[src/rtl/adc_serial_port.sv]
module adc_serial_port #(
  parameter int CH_NUM    = 7,
  parameter int RES_W     = 12,
  parameter int LEAD_W    = 4,
  parameter int CTRL_W    = 8,
  parameter int ADDR_LSB  = 3,
  parameter int ADDR_W    = 3,
  parameter int CAP_EDGES = 8,
  parameter int TRACK_CYC = 3,
  parameter int SYNC_LEN  = 2
) (
  input  logic                    clk,
  input  logic                    rst_n,
  input  logic                    cs_n_i,
  input  logic                    sclk_i,
  input  logic                    sdi_i,
  input  logic [CH_NUM*RES_W-1:0] ch_data_i,
  output logic                    sdo_o,
  output logic                    sdo_en_o,
  output logic                    track_o,
  output logic                    pdown_o
);
  localparam int FRAME_LEN = LEAD_W + RES_W;
  localparam int CNT_W     = $clog2(FRAME_LEN + 1);
  localparam int HOLD_EDGE = TRACK_CYC + 1;

  logic [SYNC_LEN-1:0] cs_sy, sclk_sy, sdi_sy;
  logic cs_q, sclk_q;
  logic active;
  logic [CNT_W-1:0]  fall_cnt;
  logic [CTRL_W-1:0] ctrl_q, cap_sr;
  logic [RES_W-1:0]  out_sr, sel_val;
  logic sdo_q;

  always_ff @(posedge clk or negedge rst_n) begin
    if (!rst_n) begin
      cs_sy   <= '1;
      sclk_sy <= '0;
      sdi_sy  <= '0;
      cs_q    <= 1'b1;
      sclk_q  <= 1'b0;
    end else begin
      cs_sy   <= {cs_sy[SYNC_LEN-2:0], cs_n_i};
      sclk_sy <= {sclk_sy[SYNC_LEN-2:0], sclk_i};
      sdi_sy  <= {sdi_sy[SYNC_LEN-2:0], sdi_i};
      cs_q    <= cs_sy[SYNC_LEN-1];
      sclk_q  <= sclk_sy[SYNC_LEN-1];
    end
  end

  wire cs_s   = cs_sy[SYNC_LEN-1];
  wire sclk_s = sclk_sy[SYNC_LEN-1];
  wire sdi_s  = sdi_sy[SYNC_LEN-1];

  wire cs_fall     = cs_q & ~cs_s;
  wire cs_rise     = ~cs_q & cs_s;
  wire cs_low      = ~cs_q & ~cs_s;
  wire sck_fall    = cs_low & sclk_q & ~sclk_s;
  wire sck_rise    = cs_low & ~sclk_q & sclk_s;
  wire first_by_cs = cs_fall & ~sclk_s;

  wire conv_start = (fall_cnt == CNT_W'(FRAME_LEN)) || (fall_cnt == '0);
  wire [CNT_W-1:0] next_cnt = conv_start ? CNT_W'(1) : fall_cnt + CNT_W'(1);
  wire cap_win = (fall_cnt != '0) && (fall_cnt <= CNT_W'(CAP_EDGES));

  wire [ADDR_W-1:0] addr = ctrl_q[ADDR_LSB +: ADDR_W];

  always_comb begin
    sel_val = '0;
    for (int i = 0; i < CH_NUM; i++)
      if (addr == ADDR_W'(i)) sel_val = ch_data_i[i*RES_W +: RES_W];
  end

  always_ff @(posedge clk or negedge rst_n) begin
    if (!rst_n) begin
      active   <= 1'b0;
      fall_cnt <= '0;
      ctrl_q   <= '0;
      cap_sr   <= '0;
      out_sr   <= '0;
      sdo_q    <= 1'b0;
    end else if (cs_rise) begin
      active   <= 1'b0;
      fall_cnt <= '0;
      sdo_q    <= 1'b0;
    end else if (cs_fall) begin
      active   <= 1'b1;
      sdo_q    <= 1'b0;
      fall_cnt <= first_by_cs ? CNT_W'(1) : '0;
    end else if (sck_fall) begin
      fall_cnt <= next_cnt;
      if (next_cnt == CNT_W'(HOLD_EDGE)) out_sr <= sel_val;
      if (next_cnt > CNT_W'(LEAD_W)) begin
        sdo_q  <= out_sr[RES_W-1];
        out_sr <= out_sr << 1;
      end else begin
        sdo_q <= 1'b0;
      end
      if (next_cnt == CNT_W'(FRAME_LEN)) ctrl_q <= cap_sr;
    end else if (sck_rise && cap_win) begin
      cap_sr <= {cap_sr[CTRL_W-2:0], sdi_s};
    end
  end

  assign sdo_en_o = active;
  assign sdo_o    = sdo_q & active;
  assign track_o  = active && (fall_cnt != '0) && (fall_cnt <= CNT_W'(TRACK_CYC));
  assign pdown_o  = ~active | (fall_cnt == CNT_W'(FRAME_LEN));
endmodule

[config.mk]
export PLATFORM = sky130hd
export DESIGN_NAME = adc_serial_port
export DESIGN_NICKNAME = d
export VERILOG_FILES = /design/src/rtl/adc_serial_port.sv
export SDC_FILE = /design/constraint.sdc
export NUM_CORES = 1
export LEC_CHECK = 0
export BUFFER_PORTS_ARGS = -buffer_cell sky130_fd_sc_hd__buf_2
export CAP_MARGIN = 15
export CORE_UTILIZATION = 42
export CTS_CLUSTER_SIZE = 40
export DETAILED_ROUTE_END_ITERATION = 6
export HOLD_SLACK_MARGIN = 0.05
export PLACE_DENSITY = 0.79
export SYNTH_ARGS = -nofsm -noshare
export SYNTH_HDL_FRONTEND = slang
export SYNTH_SLANG_ARGS = --single-unit
export TNS_END_PERCENT = 20
[constraint.sdc]
create_clock -name clk -period 1.7 [get_ports clk]
set_clock_uncertainty 0.05 [all_clocks]
set_input_delay 0.255 -clock clk [delete_from_list [all_inputs] [get_ports clk]]
set_output_delay 0.255 -clock clk [all_outputs]
set_load 0.1 [all_outputs]
==> out/metrics.csv, run 1 <==
metric,value,unit
Multi-input gate area,0.00160,mm2
"Power, Total",3690,uW
num rows,27,
r2r setup slk,-0.18,ns
Power Internal,2290,uW
largest net degree at the start of global routing,26,
1st-pass router iterations,5,
insertion delay to the later sink of the worst-skew pair,0.30,ns
PD cells,1010,mW/mm2
asr flop ratio synth,1.00,
clock root cell,clkbuf_8,
Worst path max stage delay,0.43,ns
syn nets,360,
DRT Wirelength,7.15,mm
"count leader, synth",dfrtp_1,
Clock Power Share,0.208,
Critical Path RT,1.39,ns
Avg WL per Cell,15.3,um
number of nets with antenna violations after routing,0,
Critical path buffers and inverters,3,
cell family with most CP delay,buffers and inverters,
initial core utilization,0.446,
leading area contributor after synthesis,dfrtp_1,
r2r endpoint,ctrl_q[5],
worst-case clock buffer depth,2,
final worst setup slack,-0.198,ns
total gr overflow,0,
vias in the first global route,2669,
Worst R2R Start,fall_cnt[0],
Vias/cell,5.67,
"Cell Area, Synth",0.00252,mm2
Die ar.,0.00631,mm2
GPL Wtd Cong,0.853,
TritonCTS clock tree,yes,
final net count,488,
sequential share of power,0.303,
"Hold Violations, Final",0,
I/O pin count,93,
final worst path period share,1.12,
Worst path slowest cell,dfrtp_2,
synth top area cells,"dfrtp_1 33%, mux2_2 7.6%, a21oi_1 5.0%, and3b_1 4.2%, o221ai_1 3.8%",
Max Fclk,527,MHz
die width,79.4,um
worst-case reg-to-reg path depth,7,
"EDFF count, synth",0,
total of max-cap violations,0,
Switch Pwr,1400,uW
Setup Viol. Count Final,17,
total number of vias,2649,
area grow syn2layout,45.3,%
Worst Path Arrival,1.59,ns
placed cell count,448,
RSZ-0062 raised after global routing,yes,
#FFs+latches synth,36,
Pins Over Slew Limit,0,
YS warnings,0,
crit path kind,flop to output port,
Diodes inserted,0,
dpl hpwl,5.35,mm
# DRC,0,
CTS buffer count,5,
share of cells above drive strength 1,0.514,
crit path to,track_o,
PortBufs,92,
Lkg Pwr,0.00169,uW
crit path from,fall_cnt[0],
Least-Margin Pin Slew,0.489,ns
FILL cells,441,
critical path capture point type,output port,
Total GRT Usage,0.237,
Layout Cells excl Fill,467,
failing checks,setup timing,
H-tree depth,2,
CP Depth,5,
area share of the largest cell type after synthesis,0.328,
Critical Path Fanout Max,7,
"Distinct cells, synth",50,
worst vdd ir,714,uV
Die Y,79.4,um
sequential fraction of the synthesis area,0.359,
sw frac,0.379,
clk slew on worst S/H paths,0.08,ns
status,"finished, violations left",
Commonest cells post-synth,"33 x dfrtp_1, 25 x a21oi_1, 24 x nand2_1",
area of all sequential standard cells,910,um2
startpoint type of the worst setup path,flop,
Gate power share,0.489,
main flop type after synthesis,dfrtp_1,
min Tclk post-route,1.90,ns
clk sinks,36,
1st-iter DRT viols,157,
Slew headroom,0.676,
Hold WC Path Type,primary input to flop,
first-pass GRT wire length,11.6,mm
critical path cell sequence,"buf_6, ha_4, buf_6, o2111a_2, buf_12",
CP dominant cell by count,buf_6,
Avg Inst Size Synth,9.47,um2
total core area,0.00564,mm2
Post-Synthesis Cells,266,
antenna violations before repair,0,
-- cell families (layout without fill, tap and decap cells) --
kind of cell    after synthesis  count (layout)  synth area share
compound gates               97              97             0.264
simple gates                 76              76             0.173
flops                        36              36             0.359
buf+inv                      27             156            0.0532
mux                          25              25             0.126
fa+ha+maj                     5               5            0.0248
-- power by group through the flow --
stage	Clock, uW	Sequential [uW]	Combinational [uW]
2_1_floorplan	0	1140	979
3_3_place_gp	0	1140	1480
3_5_place_dp	0	1150	1520
4_1_cts	783	1110	1730
5_1_grt	829	1130	1940
6_report	767	1120	1800
-- area by class of cell --
class	count	share of cell area
Clock buffer	5	0.0188
Clock inverter	3	0.0116
Inverter	6	0.00615
Multi-Input combinational cell	203	0.438
Sequential cell	36	0.249
Tap cell	72	0.0246
Timing Repair Buffer	142	0.252
-- worst min-delay path by stage --
| stage | from | to | depth (start not counted) |
|---|---|---|---|
| 6_report | ch_data_i[80] | out_sr[8] | 3 |
| 5_1_grt | ch_data_i[83] | out_sr[11] | 3 |
| 4_1_cts | ch_data_i[83] | out_sr[11] | 3 |
| 3_5_place_dp | rst_n | out_sr[11] | 1 |
| 3_3_place_gp | rst_n | out_sr[11] | 1 |
| 2_1_floorplan | rst_n | cap_sr[0] | 0 |
-- sequential cells by signal, indices dropped and copies added, names as in the netlist --
name and flops:
ctrl_q 3, fall_cnt 5, sclk_sy 2, cap_sr 6
sdo_en_o 1, cs_sy 2, sdo_q 1, out_sr 12
sdi_sy 2, cs_q 1, sclk_q 1
-- worst reg2reg max path, stage by stage, from the launching register on --
cell	delay, ns
dfrtp_2	0.43
buf_6	0.14
ha_4	0.17
nand2_4	0.10
mux2i_4	0.30
nor2_1	0.10
and3_4	0.18
mux2_4	0.29
-- layer usage --
metal  global-route usage  wire length [um]
met2                0.407              3500
met5                    0                 0
met3               0.0480               522
met1                0.284              2940
met4                0.104               180
-- per-stage QoR --
stage / hold WS (ns) / setup WS, ns / area, um2 / setup TNS [ns] / util
after CTS: 0.246 / -0.189 / 3620 / -2.60 / 0.642
after floorplan: -0.0906 / -0.0242 / 2580 / -0.198 / -
after detailed placement: 0.113 / -0.159 / 3370 / -2.74 / 0.598
after global placement: 0.110 / -0.0920 / 3370 / -1.39 / 0.598
final: 0.251 / -0.198 / 3660 / -2.20 / 0.649
after global routing: 0.274 / -0.236 / 3660 / -4.00 / 0.649
-- timing repair --
item,4_1_cts,5_1_grt
endpoints found under the hold margin,13,0
resized for setup,13,10
endpoints found under the setup margin,25,26
setup buffers,7,0
hold buffers,4,0
pin swaps,5,4
-- cells in the final DEF (no fill, tap or decap), types with 12 or more instances in the layout --
master   instances
a21oi_1         24
and3b_1         12
buf_2           90
buf_4           38
dfrtp_1         29
mux2_2          15
nand2_1         22
nor2b_1         14
o21ai_0         14
(Power assumes the default switching activity.)
==> inputs of run 2 (changes only) <==
- clock period: 1.7 -> 1.6 ns (I/O delays scaled with it)
==> out/metrics.csv, run 2 (synthesis results as in run 1) <==
metric,value,unit,change
worst vdd ir,863,uV,+21%
Vias/cell,5.60,,-1.3%
I/O pin count,93,,unchanged
Worst path max stage delay,0.46,ns,+0.03 ns
Clock Power Share,0.180,,-0.028
Slew headroom,0.680,,+0.00433
area of all sequential standard cells,911,um2,+0.14%
initial core utilization,0.446,,unchanged
H-tree depth,2,,unchanged
total gr overflow,0,,unchanged
FILL cells,432,,-2.0%
GR peak layer,met2,,
Critical Path Fanout Max,5,,-2
crit path kind,flop to flop,,
worst-case clock buffer depth,2,,unchanged
PortBufs,92,,unchanged
insertion delay to the later sink of the worst-skew pair,0.30,ns,about the same
total core area,0.00564,mm2,unchanged
1st-iter DRT viols,141,,-10%
Power Internal,2290,uW,+0.17%
clk sinks,36,,unchanged
final worst path period share,1.16,,
antenna violations before repair,0,,unchanged
Critical path buffers and inverters,1,,-2
clk slew on worst S/H paths,0.08,ns,about the same
1st-pass router iterations,5,,unchanged
final worst setup slack,-0.259,ns,-0.0610 ns
Total GRT Usage,0.240,,+0.00338
worst-case reg-to-reg path depth,6,,-1
Layout Cells excl Fill,466,,-0.21%
Switch Pwr,1530,uW,+9.6%
cell family with most CP delay,flip-flops,,
Die Y,79.4,um,unchanged
GPL Wtd Cong,0.885,,+3.7%
Worst path slowest cell,dfrtp_2,,
Pins Over Slew Limit,0,,unchanged
share of cells above drive strength 1,0.538,,+0.0241
sw frac,0.400,,+0.0213
number of nets with antenna violations after routing,0,,unchanged
Multi-input gate area,0.00168,mm2,+4.7%
Worst Path Arrival,1.99,ns,+0.40 ns
Diodes inserted,0,,unchanged
critical path cell sequence,"buf_4, and3b_1, o32ai_4, o21ai_2, and2_4, mux2_4",,
RSZ-0062 raised after global routing,yes,,
Hold Crit Start,ch_data_i[83],,
final core occ,0.662,,+0.0137
GR Util met3,0.0400,,-0.00800
Max Fclk,538,MHz,
WHS Path Cells,3,,unchanged
Worst R2R Start,fall_cnt[0],,
"Hold Violations, Final",0,,unchanged
total of max-cap violations,0,,unchanged
Lkg Pwr,0.00168,uW,-0.43%
final net count,487,,-0.20%
placed cell count,452,,+0.89%
Least-Margin Pin Slew,0.483,ns,-0.00654 ns
met2 global-route usage,0.421,,+0.0137
Gate power share,0.503,,+0.014
min Tclk post-route,1.86,ns,
r2r setup slk,-0.26,ns,-0.08 ns
critical path capture point type,flop,,
largest net degree at the start of global routing,37,,+42%
Die ar.,0.00631,mm2,unchanged
DRT Wirelength,7.26,mm,+1.5%
num rows,27,,unchanged
pre-CTS WS,-0.226,ns,-0.0673 ns
"Most flops, register",out_sr,,
CTS buffer count,5,,unchanged
r2r endpoint,out_sr[0],,
total number of vias,2610,,-1.5%
GR Util met1,0.288,,+0.00476
Critical Path RT,1.73,ns,+0.34 ns
die width,79.4,um,unchanged
PD cells,1020,mW/mm2,+1.6%
Top Registers,"out_sr x12, cap_sr x6, fall_cnt x5",,
Setup Viol. Count Final,26,,+9
Largest register FFs,12,,unchanged
sequential share of power,0.317,,+0.014
"Power, Total",3820,uW,+3.7%
"commonest non-fill, non-tap cells in the layout","89 x buf_2, 37 x buf_4, 28 x dfrtp_1",,
Worst Hold Path EP,out_sr[11],,
clock root cell,clkbuf_8,,
Avg WL per Cell,15.6,um,+1.7%
first-pass GRT wire length,11.7,mm,+0.17%
vias in the first global route,2579,,-3.4%
status,"finished, violations left",,
failing checks,setup timing,,
TritonCTS clock tree,yes,,
"most common cell after layout, fill and taps aside",buf_2,,
dpl hpwl,5.37,mm,+0.36%
Hold WC Path Type,primary input to flop,,
startpoint type of the worst setup path,flop,,
# DRC,0,,unchanged
area grow syn2layout,48.4,%,
run 2: changes by cell type in the layout (fill, tap and decap cells not counted), sizes merged:
cell | previous run | this run
buf | 138 | 137
bufinv | 1 | 0
clkbuf | 5 | 7
clkinv | 1 | 0
run 2: layout make-up:
class / instances / share of cell area
clock inverter: 1 / 0.00201
tap: 72 / 0.0241
clock buffer: 7 / 0.0231
timing repair buffer: 141 / 0.251
sequential: 36 / 0.244
inverter: 6 / 0.00670
multi-input combinational: 203 / 0.449
run 2: repair_timing:
| action | in CTS | in global routing |
|---|---|---|
| pin swaps | 5 | 5 |
| hold buffers | 4 | 0 |
| hold endpoints to repair | 36 | 0 |
| setup endpoints to repair | 29 | 29 |
| resized for setup | 13 | 23 |
| buffers inserted | 2 | 0 |
run 2: layer usage:
layer	up-vias	wire length, um
met5	-	0
met4	0	176
met3	17	458
met2	112	3680
met1	1225	2940
li1	1256	-
run 2: metrics by stage:
stage               hold slack, ns  area [um2]  TNS [ns]
floorplan                   -0.106        2600     -1.78
global placement             0.166        3440     -2.96
detailed placement           0.170        3440     -3.97
CTS                          0.258        3650     -4.04
global route                 0.284        3740     -6.67
finish                       0.255        3740     -4.43
run 2: worst reg2reg max path, stage by stage, from the launching register on:
cell and delay [ns]:
dfrtp_2 0.46, buf_4 0.15, and3b_1 0.18, o32ai_4 0.32, o21ai_2 0.10, and2_4 0.19, mux2_4 0.29
run 2: worst max-delay path by stage:
stage,endpoint,startpoint,depth (start not counted),slack [ns]
after CTS,out_sr[0],fall_cnt[0],6,-0.22
after global routing,out_sr[0],fall_cnt[0],6,-0.31
after detailed placement,out_sr[10],fall_cnt[0],7,-0.23
after floorplan,ctrl_q[3],cs_q,7,-0.12
final,out_sr[0],fall_cnt[0],6,-0.26
after global placement,fall_cnt[0],fall_cnt[0],8,-0.18
run 2: power by group through the flow:
stage / Clock (uW) / Sequential (uW) / Combinational (uW)
6_report: 688 / 1210 / 1920
5_1_grt: 746 / 1230 / 2080
4_1_cts: 699 / 1200 / 1780
3_5_place_dp: 0 / 1220 / 1670
3_3_place_gp: 0 / 1210 / 1630
2_1_floorplan: 0 / 1210 / 1070
